`src/rtl/gpio_regbank_pkg.sv`:
```
package gpio_regbank_pkg;
   typedef enum logic [1:0] {
      PTR_PINS  = 2'd0,
      PTR_DRIVE = 2'd1,
      PTR_FLIP  = 2'd2,
      PTR_DIR   = 2'd3
   } reg_ptr_e;

   localparam int unsigned PTR_W = 2;
endpackage

```
`src/rtl/gpio_regbank_store.sv`:
```
module gpio_regbank_store
   import gpio_regbank_pkg::*;
#(
   parameter int unsigned WIDTH = 8
) (
   input  logic             clk,
   input  logic             rst_n,
   input  reg_ptr_e         ptr,
   input  logic             wr_en,
   input  logic [WIDTH-1:0] wr_data,
   output logic [WIDTH-1:0] drive_q,
   output logic [WIDTH-1:0] flip_q,
   output logic [WIDTH-1:0] dir_q
);
   localparam logic [WIDTH-1:0] DRIVE_RST = '1;
   localparam logic [WIDTH-1:0] FLIP_RST  = '0;
   localparam logic [WIDTH-1:0] DIR_RST   = '1;

   logic wr_drive, wr_flip, wr_dir;

   always_comb begin
      wr_drive = wr_en && (ptr == PTR_DRIVE);
      wr_flip  = wr_en && (ptr == PTR_FLIP);
      wr_dir   = wr_en && (ptr == PTR_DIR);
   end

   always_ff @(posedge clk or negedge rst_n) begin
      if (!rst_n) begin
         drive_q <= DRIVE_RST;
         flip_q  <= FLIP_RST;
         dir_q   <= DIR_RST;
      end else begin
         if (wr_drive) drive_q <= wr_data;
         if (wr_flip)  flip_q  <= wr_data;
         if (wr_dir)   dir_q   <= wr_data;
      end
   end
endmodule

```
`src/rtl/gpio_regbank_pinslice.sv`:
```
module gpio_regbank_pinslice (
   input  logic dir_bit,
   input  logic drive_bit,
   input  logic flip_bit,
   input  logic pin_bit,
   output logic oe_bit,
   output logic out_bit,
   output logic seen_bit
);
   always_comb begin
      oe_bit   = ~dir_bit;
      out_bit  = drive_bit;
      seen_bit = pin_bit ^ flip_bit;
   end
endmodule

```
`src/rtl/gpio_regbank_rdmux.sv`:
```
module gpio_regbank_rdmux
   import gpio_regbank_pkg::*;
#(
   parameter int unsigned WIDTH = 8
) (
   input  reg_ptr_e         ptr,
   input  logic [WIDTH-1:0] seen,
   input  logic [WIDTH-1:0] drive_q,
   input  logic [WIDTH-1:0] flip_q,
   input  logic [WIDTH-1:0] dir_q,
   output logic [WIDTH-1:0] rd_data
);
   always_comb begin
      unique case (ptr)
         PTR_PINS:  rd_data = seen;
         PTR_DRIVE: rd_data = drive_q;
         PTR_FLIP:  rd_data = flip_q;
         PTR_DIR:   rd_data = dir_q;
         default:   rd_data = seen;
      endcase
   end
endmodule

```
`src/rtl/gpio_regbank.sv`:
```
module gpio_regbank
   import gpio_regbank_pkg::*;
#(
   parameter int unsigned WIDTH = 8
) (
   input  logic             clk,
   input  logic             rst_n,
   input  logic [1:0]       reg_sel,
   input  logic             wr_en,
   input  logic [WIDTH-1:0] wr_data,
   output logic [WIDTH-1:0] rd_data,
   input  logic [WIDTH-1:0] pin_in,
   output logic [WIDTH-1:0] pad_oe,
   output logic [WIDTH-1:0] pad_out
);
   initial begin
      if (WIDTH < 1 || WIDTH > 1024)
         $error("gpio_regbank: WIDTH %0d out of range 1..1024", WIDTH);
   end

   reg_ptr_e         ptr;
   logic [WIDTH-1:0] drive_q, flip_q, dir_q, seen;

   assign ptr = reg_ptr_e'(reg_sel);

   gpio_regbank_store #(.WIDTH(WIDTH)) u_store (
      .clk     (clk),
      .rst_n   (rst_n),
      .ptr     (ptr),
      .wr_en   (wr_en),
      .wr_data (wr_data),
      .drive_q (drive_q),
      .flip_q  (flip_q),
      .dir_q   (dir_q)
   );

   for (genvar i = 0; i < WIDTH; i++) begin : g_pin
      gpio_regbank_pinslice u_slice (
         .dir_bit   (dir_q[i]),
         .drive_bit (drive_q[i]),
         .flip_bit  (flip_q[i]),
         .pin_bit   (pin_in[i]),
         .oe_bit    (pad_oe[i]),
         .out_bit   (pad_out[i]),
         .seen_bit  (seen[i])
      );
   end

   gpio_regbank_rdmux #(.WIDTH(WIDTH)) u_rdmux (
      .ptr     (ptr),
      .seen    (seen),
      .drive_q (drive_q),
      .flip_q  (flip_q),
      .dir_q   (dir_q),
      .rd_data (rd_data)
   );
endmodule

```
`config.mk`:
```
export PLATFORM = sky130hd
export DESIGN_NAME = gpio_regbank
export DESIGN_NICKNAME = d
export VERILOG_FILES = /design/src/rtl/gpio_regbank_pkg.sv /design/src/rtl/gpio_regbank_store.sv /design/src/rtl/gpio_regbank_pinslice.sv /design/src/rtl/gpio_regbank_rdmux.sv /design/src/rtl/gpio_regbank.sv
export SDC_FILE = /design/constraint.sdc
export NUM_CORES = 1
export LEC_CHECK = 0
export CORE_MARGIN = 3
export CORE_UTILIZATION = 30
export DETAILED_ROUTE_END_ITERATION = 10
export DONT_BUFFER_PORTS = 1
export PLACE_DENSITY_LB_ADDON = 0.15
export SLEW_MARGIN = 25
export SYNTH_ARGS = -nofsm -noshare
export SYNTH_HDL_FRONTEND = slang
export SYNTH_SLANG_ARGS = --single-unit
```
`constraint.sdc`:
```
create_clock -name clk -period 0.8 [get_ports clk]
set_input_delay 0.04 -clock clk [delete_from_list [all_inputs] [get_ports clk]]
set_output_delay 0.04 -clock clk [all_outputs]
set_load 0.005 [all_outputs]
```
==> results.md, run 1 <==
* Critical path arrival at 1.07 ns
* Pin count of the biggest net entering global routing at 25
* Gpl congestion at 0.682
* Num Clock Sinks at 24
* Setup TNS at -6.72 ns
* Clock Latency Late Sink at 0.27 ns
* Final setup viols at 36
* Routed Antenna Nets at 0
* Largest cells by area after synthesis: dfstp_2 (29%), mux2_2 (23%), dfrtp_1 (14%)
* Core area at ~0.0045 mm2
* Async set-or-reset flop fraction in the synthesized netlist at 100%
* Critical hold path startpoint: wr_en
* Port-buffer cells at 0
* Slew margin rel. at between 80% and 90%
* Routed WL at 3.29 mm
* Pins Over Slew Limit at 0
* Post-Syn Nets at between 100 and 150
* RSZ-0062 raised after global routing: yes
* Drt pass-1 iters at 2
* Ys flop type: dfstp_2
* Post-synthesis cell count at around 120
* CP Launch Type: flop
* Global-route usage over all layers at 12.0%
* Nature of the critical path endpoint: primary output
* DRC violations left at 0
* I/O pin count at between 40 and 50
* Die area at 0.00568 mm2
* Fin crit period at 1.11 ns
* RR Startpoint: u_store.drive_q[0]
* Worst hold slack at 0.125 ns
* Critical path cell sequence: mux2i_1 -> mux2i_1
* Pre-CTS WS at -0.0519 ns
* Layout cells sized above 1 at 81.4%
* Die height at approximately 75 um
* Fmax at roughly 900 MHz
* Worst vdd ir at between 0.001 and 0.0015 V
* Nets at 167
* Fin Clk Skew at 0 ns
* Worst Reg-to-Reg Cells at 3
* Gr ovfl total at 0
* Yosys warnings at 0
* CTS tree: done
* Synth top cells by count: mux2_2 (30), buf_4 (16), dfstp_2 (16)
* CP peak stage delay at 0.55 ns
* Total power at 4260 uW
* Most numerous cell in the Yosys netlist: mux2_2
* Synth top area share at 29.1%
* Pwr Density at 2100 mW/mm2
* Leak pwr at 0.000970 uW
* Global-route wire length before repair at roughly 5.2 mm
* Hold Path Depth at 2
* Vias in the first global route at roughly 1000
* DR iter-0 viols at 24
* Wire per inst at 16.7 um
* Effective utilization at floorplan at around a third
* Layout area overhead at 40.4%
* Floorplan row count at 24
* Leading area contributor after synthesis: dfstp_2
* Ant. Diodes at 0
* Clock Path Buffers at 2
* Final Util at 45.0%
* Worst hold path type: in2reg
* Slowest CP cell: dfstp_2
* Unique masters post-synth at 17
* Vias per cell at 4.76
* Root Buffer: clkbuf_8
* Internal reg-to-reg setup slack at -0.12 ns
* Worst-margin pin slew at 0.194 ns
* HPWL after DPL at 1.93 mm
* Cell Area, Synth at 0.00144 mm2
* Final period utilization at 139%
* Setup ws final at -0.314 ns
* Kind of critical path: reg2out
* Critical Path RT at 0.76 ns
* Initial antenna violation count at 0
* Final hold vios at 0
* Max Cap Violations at 0
* Sink of the worst hold path: u_store.dir_q[6]
* Vias at 937
* Total CTS buffers at 3
* Avg Cell Area, Syn at 12.2 um2
* Reg clk slew, reported paths at 0.09 ns
* Die width at 75.3 um
* Seq/Total Area, Yosys at 43.0%
* Failing checks: setup timing
* Crit-path max FO at 2
* Status: complete, but fails checks
* R2R Path End: u_store.drive_q[0]
* Most common cell on crit path: mux2i_1
* Yosys reg bits at 24
* EDFF count, synth at 0
* H-tree lvl count at 1
==> report_power, final <==
part | switching, uW | total (uW) | leakage [uW] | internal, uW
Clock | 394 | 833 | 0.0000288 | 439
Sequential | 181 | 1740 | 0.000263 | 1560
Combinational | 512 | 1680 | 0.000678 | 1170
==> cell families after synthesis <==
kind of cell	synth area share, %
multiplexers	25.8
buffers and inverters	13.2
flip-flops	43.0
AND/OR/NAND/NOR	10.7
XOR/XNOR	4.86
AO/OA/AOI/OAI	2.43
==> stage by stage <==
stage	cell area, um2	cells
2_1_floorplan	1510	118
3_3_place_gp	1490	162
3_5_place_dp	1490	162
4_1_cts	1980	194
5_1_grt	2030	197
6_report	2030	197
==> routing by layer <==
metal	track usage [%]	wire [um]	vias up
li1	-	-	428
met1	15.7	1520	475
met2	19.9	1560	32
met3	3.83	191	2
met4	1.75	13	0
met5	0	0	-
==> flip-flops by register name, indices dropped and copies added, names as in the netlist <==
signal           flops
u_store.flip_q       8
u_store.drive_q      8
u_store.dir_q        8
==> what timing repair did <==
action                     CTS  global route
pin swaps                    6             1
hold buffers                10             0
gates resized for setup     67            11
hold endpoints to repair    48             0
cloned                       0             0
buffers inserted            18             7
setup endpoints to repair   26            36
==> layout make-up <==
cell class,count,area (um2)
multi-input cells,66,777
inverters,8,30.0
repair buffers,43,478
well taps,52,65.1
fillers,425,2480
clock buffers,4,55.1
flip-flops and latches,24,621
==> cells in the final DEF, fill, tap and decap left out, drive strengths merged <==
cell | Yosys | layout
and2b | 8 | 8
buf | 20 | 34
clkbuf | 0 | 4
dfrtp | 8 | 8
dfstp | 16 | 16
dlygate4sd3 | 0 | 9
inv | 8 | 8
mux2 | 31 | 31
mux2i | 2 | 2
nand2 | 7 | 7
nand3 | 1 | 1
nand3b | 2 | 2
o21ai | 7 | 7
xnor2 | 8 | 8
==> worst max-delay path, delay by kind of cell (launching register included) <==
family	cells	cell delay (ns)
mux	2	0.26
flops	1	0.55
==> worst max-delay path by stage <==
stage	endpoint	cells past startpoint	start	slack, ns
6_report	rd_data[3]	2	u_store.dir_q[3]	-0.31
2_1_floorplan	u_store.flip_q[0]	4	reg_sel[1]	-0.06
4_1_cts	rd_data[4]	3	u_store.drive_q[4]	-0.33
3_5_place_dp	rd_data[4]	3	u_store.dir_q[4]	-0.05
5_1_grt	rd_data[3]	2	u_store.dir_q[3]	-0.37
3_3_place_gp	rd_data[4]	3	u_store.drive_q[4]	-0.04
No activity file was read; power rests on OpenSTA's default activity.
==> inputs of run 2 (changes only) <==
Clock period 0.8 ns to 1.4 ns, I/O delays scaled along.
==> run 2 against run 1 <==
  * The run now ends clean
  * Clock-buffer cell count unchanged
  * Sequential cell count is the same
  * Clock skew did not move
  * Via count decreased by 18%
  * Sequential power fell by 43%
  * Final area is 25% lower
  * Sequential share of layout area rose by 10 points
  * Register-to-register slack improved by 0.75 ns
  * Combinational power fell by 77%
  * Critical path type unchanged
==> results.md, run 2 (synthesis gave the netlist of run 1 again) <==
* CTS resizes at 0 (-100%)
* Global-route wire length before repair at 4.26 mm (-18%)
* Switch share at 25.5% (about the same)
* Port-buffer cells at 0 (unchanged)
* I/O pin count at 45 (unchanged)
* Cell Int Power at 1380 uW (-56%)
* Reg clk slew, reported paths at 0.09 ns (about the same)
* Fmax at 846 MHz
* Layout area overhead at 4.86%
* Total power at 1860 uW (-56%)
* Num Clock Sinks at 24 (unchanged)
* Combinational power share at 20.9% (-19 points)
* Slowest CP cell: dfstp_2
* Slew margin rel. at 81.9% (-4.8 points)
* Bufs and invs on worst path at 0 (unchanged)
* Effective utilization at floorplan at 32.0% (unchanged)
* Core area at 0.00450 mm2 (unchanged)
* Vias per cell at 4.68 (-1.7%)
* Critical path arrival at 1.11 ns (+0.04 ns)
* Nets at 134 (-20%)
* Wire per inst at 17.0 um (+1.9%)
* Critical Path RT at 1.33 ns (+0.57 ns)
* Worst-margin pin slew at 0.269 ns (+0.0742 ns)
* Global-route usage over all layers at 10.5% (-1.5 points)
* Storage element area at 621 um2 (unchanged)
* Worst vdd ir at 0.000587 V (-55%)
* DRC violations left at 0 (unchanged)
* Final hold vios at 0 (unchanged)
* Pin count of the biggest net entering global routing at 25 (unchanged)
* Final period utilization at between 80% and 90%
* Root Buffer: clkbuf_8
* Inst Count DP at 150 (-7.4%)
* Kind of critical path: reg2out
* CP Launch Type: flop
* Final Non-Filler Cells at 164 (-17%)
* RSZ-0062 raised after global routing: no
* Share of power burned in the clock network at 25.6% (+6.0 points)
* Nature of the critical path endpoint: primary output
* Initial antenna violation count at 0 (unchanged)
* Worst hold path type: in2reg
* Fin Clk Skew at 0 ns (unchanged)
* Most frequent cells in the layout: mux2_2 (30), dfstp_2 (16), dlygate4sd3_1 (9)
* Leak pwr at 0.000638 uW (-34%)
* Max Cap Violations at 0 (unchanged)
* Clock Latency Late Sink at 0.26 ns (about the same)
* Vias at 767 (-18%)
* Layout cells sized above 1 at 56.3% (-25 points)
* Floorplan row count at 24 (unchanged)
* Sink of the worst hold path: u_store.dir_q[5]
* CP peak stage delay at 0.56 ns (about the same)
* HPWL after DPL at 1.89 mm (-2.3%)
* Biggest regs: u_store.dir_q: 8 flops, u_store.drive_q: 8 flops, u_store.flip_q: 8 flops
* Gr ovfl total at 0 (unchanged)
* Critical path cell sequence: mux2_2 -> nand2_1 -> o21ai_0
* Ant. Diodes at 0 (unchanged)
* Net switching power at 474 uW (-56%)
* Die height at 75.3 um (unchanged)
* Status: complete, no violations
* Gpl congestion at 0.637 (-6.6%)
* Flop pwr share at 53.5% (+13 points)
* Drt pass-1 iters at 2 (unchanged)
* Total CTS buffers at 3 (unchanged)
* H-tree lvl count at 1 (unchanged)
* Critical hold path startpoint: wr_en
* Filler cells at 472 (+11%)
* Clock Path Buffers at 2 (unchanged)
* Routed Antenna Nets at 0 (unchanged)
* Commonest non-fill, non-tap cell in the layout: mux2_2
* Setup TNS at 0 ns (+6.72 ns)
* Hold Path Depth at 2 (unchanged)
* DR iter-0 viols at 19 (-21%)
* Vias in the first global route at 816 (-21%)
* Internal reg-to-reg setup slack at 0.63 ns (+0.75 ns)
* CTS tree: done
* R2R Path End: u_store.flip_q[5]
* Die area at 0.00568 mm2 (unchanged)
* Worst Reg-to-Reg Cells at 1 (-2)
* RR Startpoint: u_store.flip_q[5]
* Die width at 75.3 um (unchanged)
* Final setup viols at 0 (-100%)
* Pwr Density at 1230 mW/mm2 (-42%)
* CP top delay family: flip-flops
* Pins Over Slew Limit at 0 (unchanged)
* Multi-input logic area at 632 um2 (-19%)
* Fin crit period at 1.18 ns
* Crit-path max FO at 3 (+1)
* Routed WL at 2.79 mm (-15%)
-- run 2: cell types whose count changed in the layout (fill, tap and decap cells not counted) --
cell	previous run	this run
buf_4	1	0
nand2_1	0	7
inv_2	8	0
o21ai_0	0	7
o21ai_2	7	0
buf_6	32	0
inv_1	0	8
mux2_2	3	30
nand2_2	7	0
mux2_4	28	1
-- run 2: per-layer routing --
| metal | part of all wire (%) | routed length (um) | vias to the layer above | global-route usage [%] |
|---|---|---|---|---|
| li1 | - | - | 363 | - |
| met4 | 0.82 | 23 | 0 | 2.91 |
| met2 | 48 | 1340 | 30 | 17.2 |
| met3 | 6.1 | 171 | 2 | 4.22 |
| met5 | 0 | 0 | - | 0 |
| met1 | 45 | 1250 | 372 | 12.8 |
-- run 2: worst max path at each step --
stage | from | endpoint | slack (ns) | cells after the start
global route | u_store.drive_q[5] | rd_data[5] | 0.13 | 3
global placement | u_store.drive_q[0] | rd_data[0] | 0.51 | 3
CTS | u_store.drive_q[7] | rd_data[7] | 0.20 | 3
finish | u_store.drive_q[7] | rd_data[7] | 0.22 | 3
floorplan | reg_sel[0] | u_store.flip_q[0] | 0.47 | 3
detailed placement | u_store.drive_q[7] | rd_data[7] | 0.51 | 3
-- run 2: power by group through the flow --
stage	combinational [uW]	clock, uW	sequential [uW]
2_1_floorplan	461	0	966
3_3_place_gp	341	0	1000
3_5_place_dp	348	0	1010
4_1_cts	397	513	995
5_1_grt	433	541	1010
6_report	388	476	992
-- run 2: final cells by class --
class	instances	area share, %
inverter	8	1.99
tap	52	4.30
multi-input combinational	66	41.8
sequential	24	41.0
clock buffer	4	3.64
timing repair buffer	10	7.28
-- run 2: repair_timing --
action	CTS	global route
hold buffers	10	0
buffers inserted	0	0
endpoints found under the hold margin	48	0
-- run 2: stage by stage --
stage	cell area (um2)	utilization (%)	worst slack (ns)	hold WS (ns)
CTS	1510	33.6	0.198	0.116
finish	1510	33.6	0.219	0.121
floorplan	1440	-	0.474	-0.226
global placement	1350	29.9	0.513	-0.225
detailed placement	1350	29.9	0.506	-0.224
global route	1510	33.6	0.128	0.113
==> inputs of run 3 (changes only) <==
Clock period 1.4 ns to 0.97 ns, I/O delays scaled along.
==> run 3 against run 2 <==
  * The run now ends with setup timing left
  * Clock-buffer cell count is the same
  * Non-clock buffer count grew 1
  * Sequential cell count is the same
  * Die area is the same
  * Final cell count grew 0.61%
  * First-iteration DRC count shrank 47%
  * Combinational power grew 74%
  * Final area grew 5.1%
  * Utilization grew 1.7 points
==> results.md, run 3 (synthesis gave the netlist of run 1 again) <==
* Final Util at 35.3% (+1.7 points)
* Total power at 2810 uW (+51%)
* Global-route wire length before repair at 4.41 mm (+3.6%)
* Total CTS buffers at 3 (unchanged)
* Pins Over Slew Limit at 0 (unchanged)
* Nets at 135 (+0.75%)
* Floorplan row count at 24 (unchanged)
* Num Clock Sinks at 24 (unchanged)
* Gr ovfl total at 0 (unchanged)
* Vias in the first global route at 831 (+1.8%)
* H-tree lvl count at 1 (unchanged)
* Status: complete, but fails checks
* Routed Antenna Nets at 0 (unchanged)
* Inst Count DP at 150 (unchanged)
* Critical hold path startpoint: wr_en
* Setup ws final at -0.159 ns (-0.378 ns)
* CP Launch Type: flop
* Layout cells sized above 1 at 69.0% (+13 points)
* Slew margin rel. at 86.1% (+4.2 points)
* Kind of critical path: reg2out
* Fmax at between 800 and 900 MHz
* Final period utilization at 116%
* Final hold vios at 0 (unchanged)
* CP peak stage delay at 0.56 ns (about the same)
* Most frequent cells in the layout: mux2_2 (23), dfstp_2 (16), dlygate4sd3_1 (9)
* Layout area overhead at 10.2%
* Commonest non-fill, non-tap cell in the layout: mux2_2
* Sink of the worst hold path: u_store.dir_q[5]
* Effective utilization at floorplan at 32.0% (unchanged)
* Biggest regs: u_store.dir_q: 8 flops, u_store.drive_q: 8 flops, u_store.flip_q: 8 flops
* Nature of the critical path endpoint: primary output
* CTS tree: done
* Vias per cell at 4.80 (+2.6%)
* CP top delay family: flip-flops
* Vias at 792 (+3.3%)
* Core area at 0.00450 mm2 (unchanged)
* I/O pin count at 45 (unchanged)
* RR Startpoint: u_store.flip_q[5]
* Internal reg-to-reg setup slack at 0.19 ns (-0.44 ns)
* Worst Reg-to-Reg Cells at 1 (unchanged)
* Global-route usage over all layers at 10.8% (+0.36 points)
* Critical path arrival at 1.08 ns (-0.03 ns)
* Gpl congestion at 0.637 (unchanged)
* Critical Path RT at 0.92 ns (-0.41 ns)
* Pwr Density at 1770 mW/mm2 (+44%)
* Initial antenna violation count at 0 (unchanged)
* Crit-path max FO at 3 (unchanged)
* Max Cap Violations at 0 (unchanged)
* Routed WL at 2.89 mm (+3.7%)
* Slowest CP cell: dfstp_2
* Clock Latency Late Sink at 0.26 ns (about the same)
* Worst vdd ir at 0.000854 V (+45%)
* Reg clk slew, reported paths at 0.09 ns (about the same)
* Final setup viols at 9 (+9)
* Pin count of the biggest net entering global routing at 25 (unchanged)
* Clock Path Buffers at 2 (unchanged)
* Final Non-Filler Cells at 165 (+0.61%)
* Die height at 75.3 um (unchanged)
* Worst-margin pin slew at 0.207 ns (-0.0621 ns)
* R2R Path End: u_store.flip_q[5]
* Fin crit period at around 1.1 ns
* Wire per inst at 17.5 um (+3.0%)
* Failing checks: setup timing
* Fin Clk Skew at 0 ns (unchanged)
* Setup TNS at -1.25 ns (-1.25 ns)
* HPWL after DPL at 1.89 mm (unchanged)
* Bufs and invs on worst path at 0 (unchanged)
* DR iter-0 viols at 10 (-9)
* Hold Path Depth at 2 (unchanged)
* Pre-CTS WS at 0.0975 ns (-0.409 ns)
* Leak pwr at 0.000684 uW (+7.3%)
* RSZ-0062 raised after global routing: yes
* Critical path cell sequence: mux2_4 -> nand2_2 -> o21ai_2
* Worst hold path type: in2reg
* Drt pass-1 iters at 2 (unchanged)
* Ant. Diodes at 0 (unchanged)
* Port-buffer cells at 0 (unchanged)
* Die area at 0.00568 mm2 (unchanged)
* Die width at 75.3 um (unchanged)
* Root Buffer: clkbuf_8
* DRC violations left at 0 (unchanged)
-- run 3: area by class of cell --
type                       instances  area [um2]
fill                             463        2910
multi-input combinational         66         702
sequential                        24         621
timing repair buffer              11         118
tap                               52        65.1
clock buffer                       4        55.1
inverter                           8        30.0
-- run 3: repair_timing --
| item | in CTS | in global routing |
|---|---|---|
| resized for setup | 28 | 0 |
| pin swaps | 7 | 0 |
| setup buffers | 0 | 1 |
| endpoints found under the hold margin | 48 | 0 |
| setup endpoints to repair | 8 | 9 |
| hold buffers | 10 | 0 |
-- run 3: routing by layer --
layer | up-vias | wire (um) | global-route usage [%] | share of wire [%]
met5 | - | 0 | 0 | 0
met4 | 0 | 23 | 2.91 | 0.80
met3 | 2 | 193 | 4.49 | 6.7
li1 | 367 | - | - | -
met2 | 29 | 1420 | 17.6 | 49
met1 | 394 | 1260 | 13.3 | 43
-- run 3: metrics by stage --
stage	hold slack, ns	area, um2
floorplan	-0.247	1440
global placement	-0.246	1350
detailed placement	-0.246	1350
CTS	0.0942	1580
global route	0.0920	1590
finish	0.0999	1590
-- run 3: how the worst max path moves through the flow --
stage                        from           endpoint  cells past startpoint
3_5_place_dp   u_store.drive_q[7]         rd_data[7]                      3
2_1_floorplan          reg_sel[0]  u_store.flip_q[0]                      3
5_1_grt        u_store.drive_q[3]         rd_data[3]                      2
4_1_cts        u_store.drive_q[1]         rd_data[1]                      3
6_report       u_store.drive_q[4]         rd_data[4]                      3
3_3_place_gp   u_store.drive_q[0]         rd_data[0]                      3
-- run 3: power breakdown --
group / total [uW] / internal (uW) / switching [uW]
combinational: 675 / 417 / 258
clock: 694 / 362 / 331
sequential: 1440 / 1290 / 152
total: 2810 / 2070 / 742
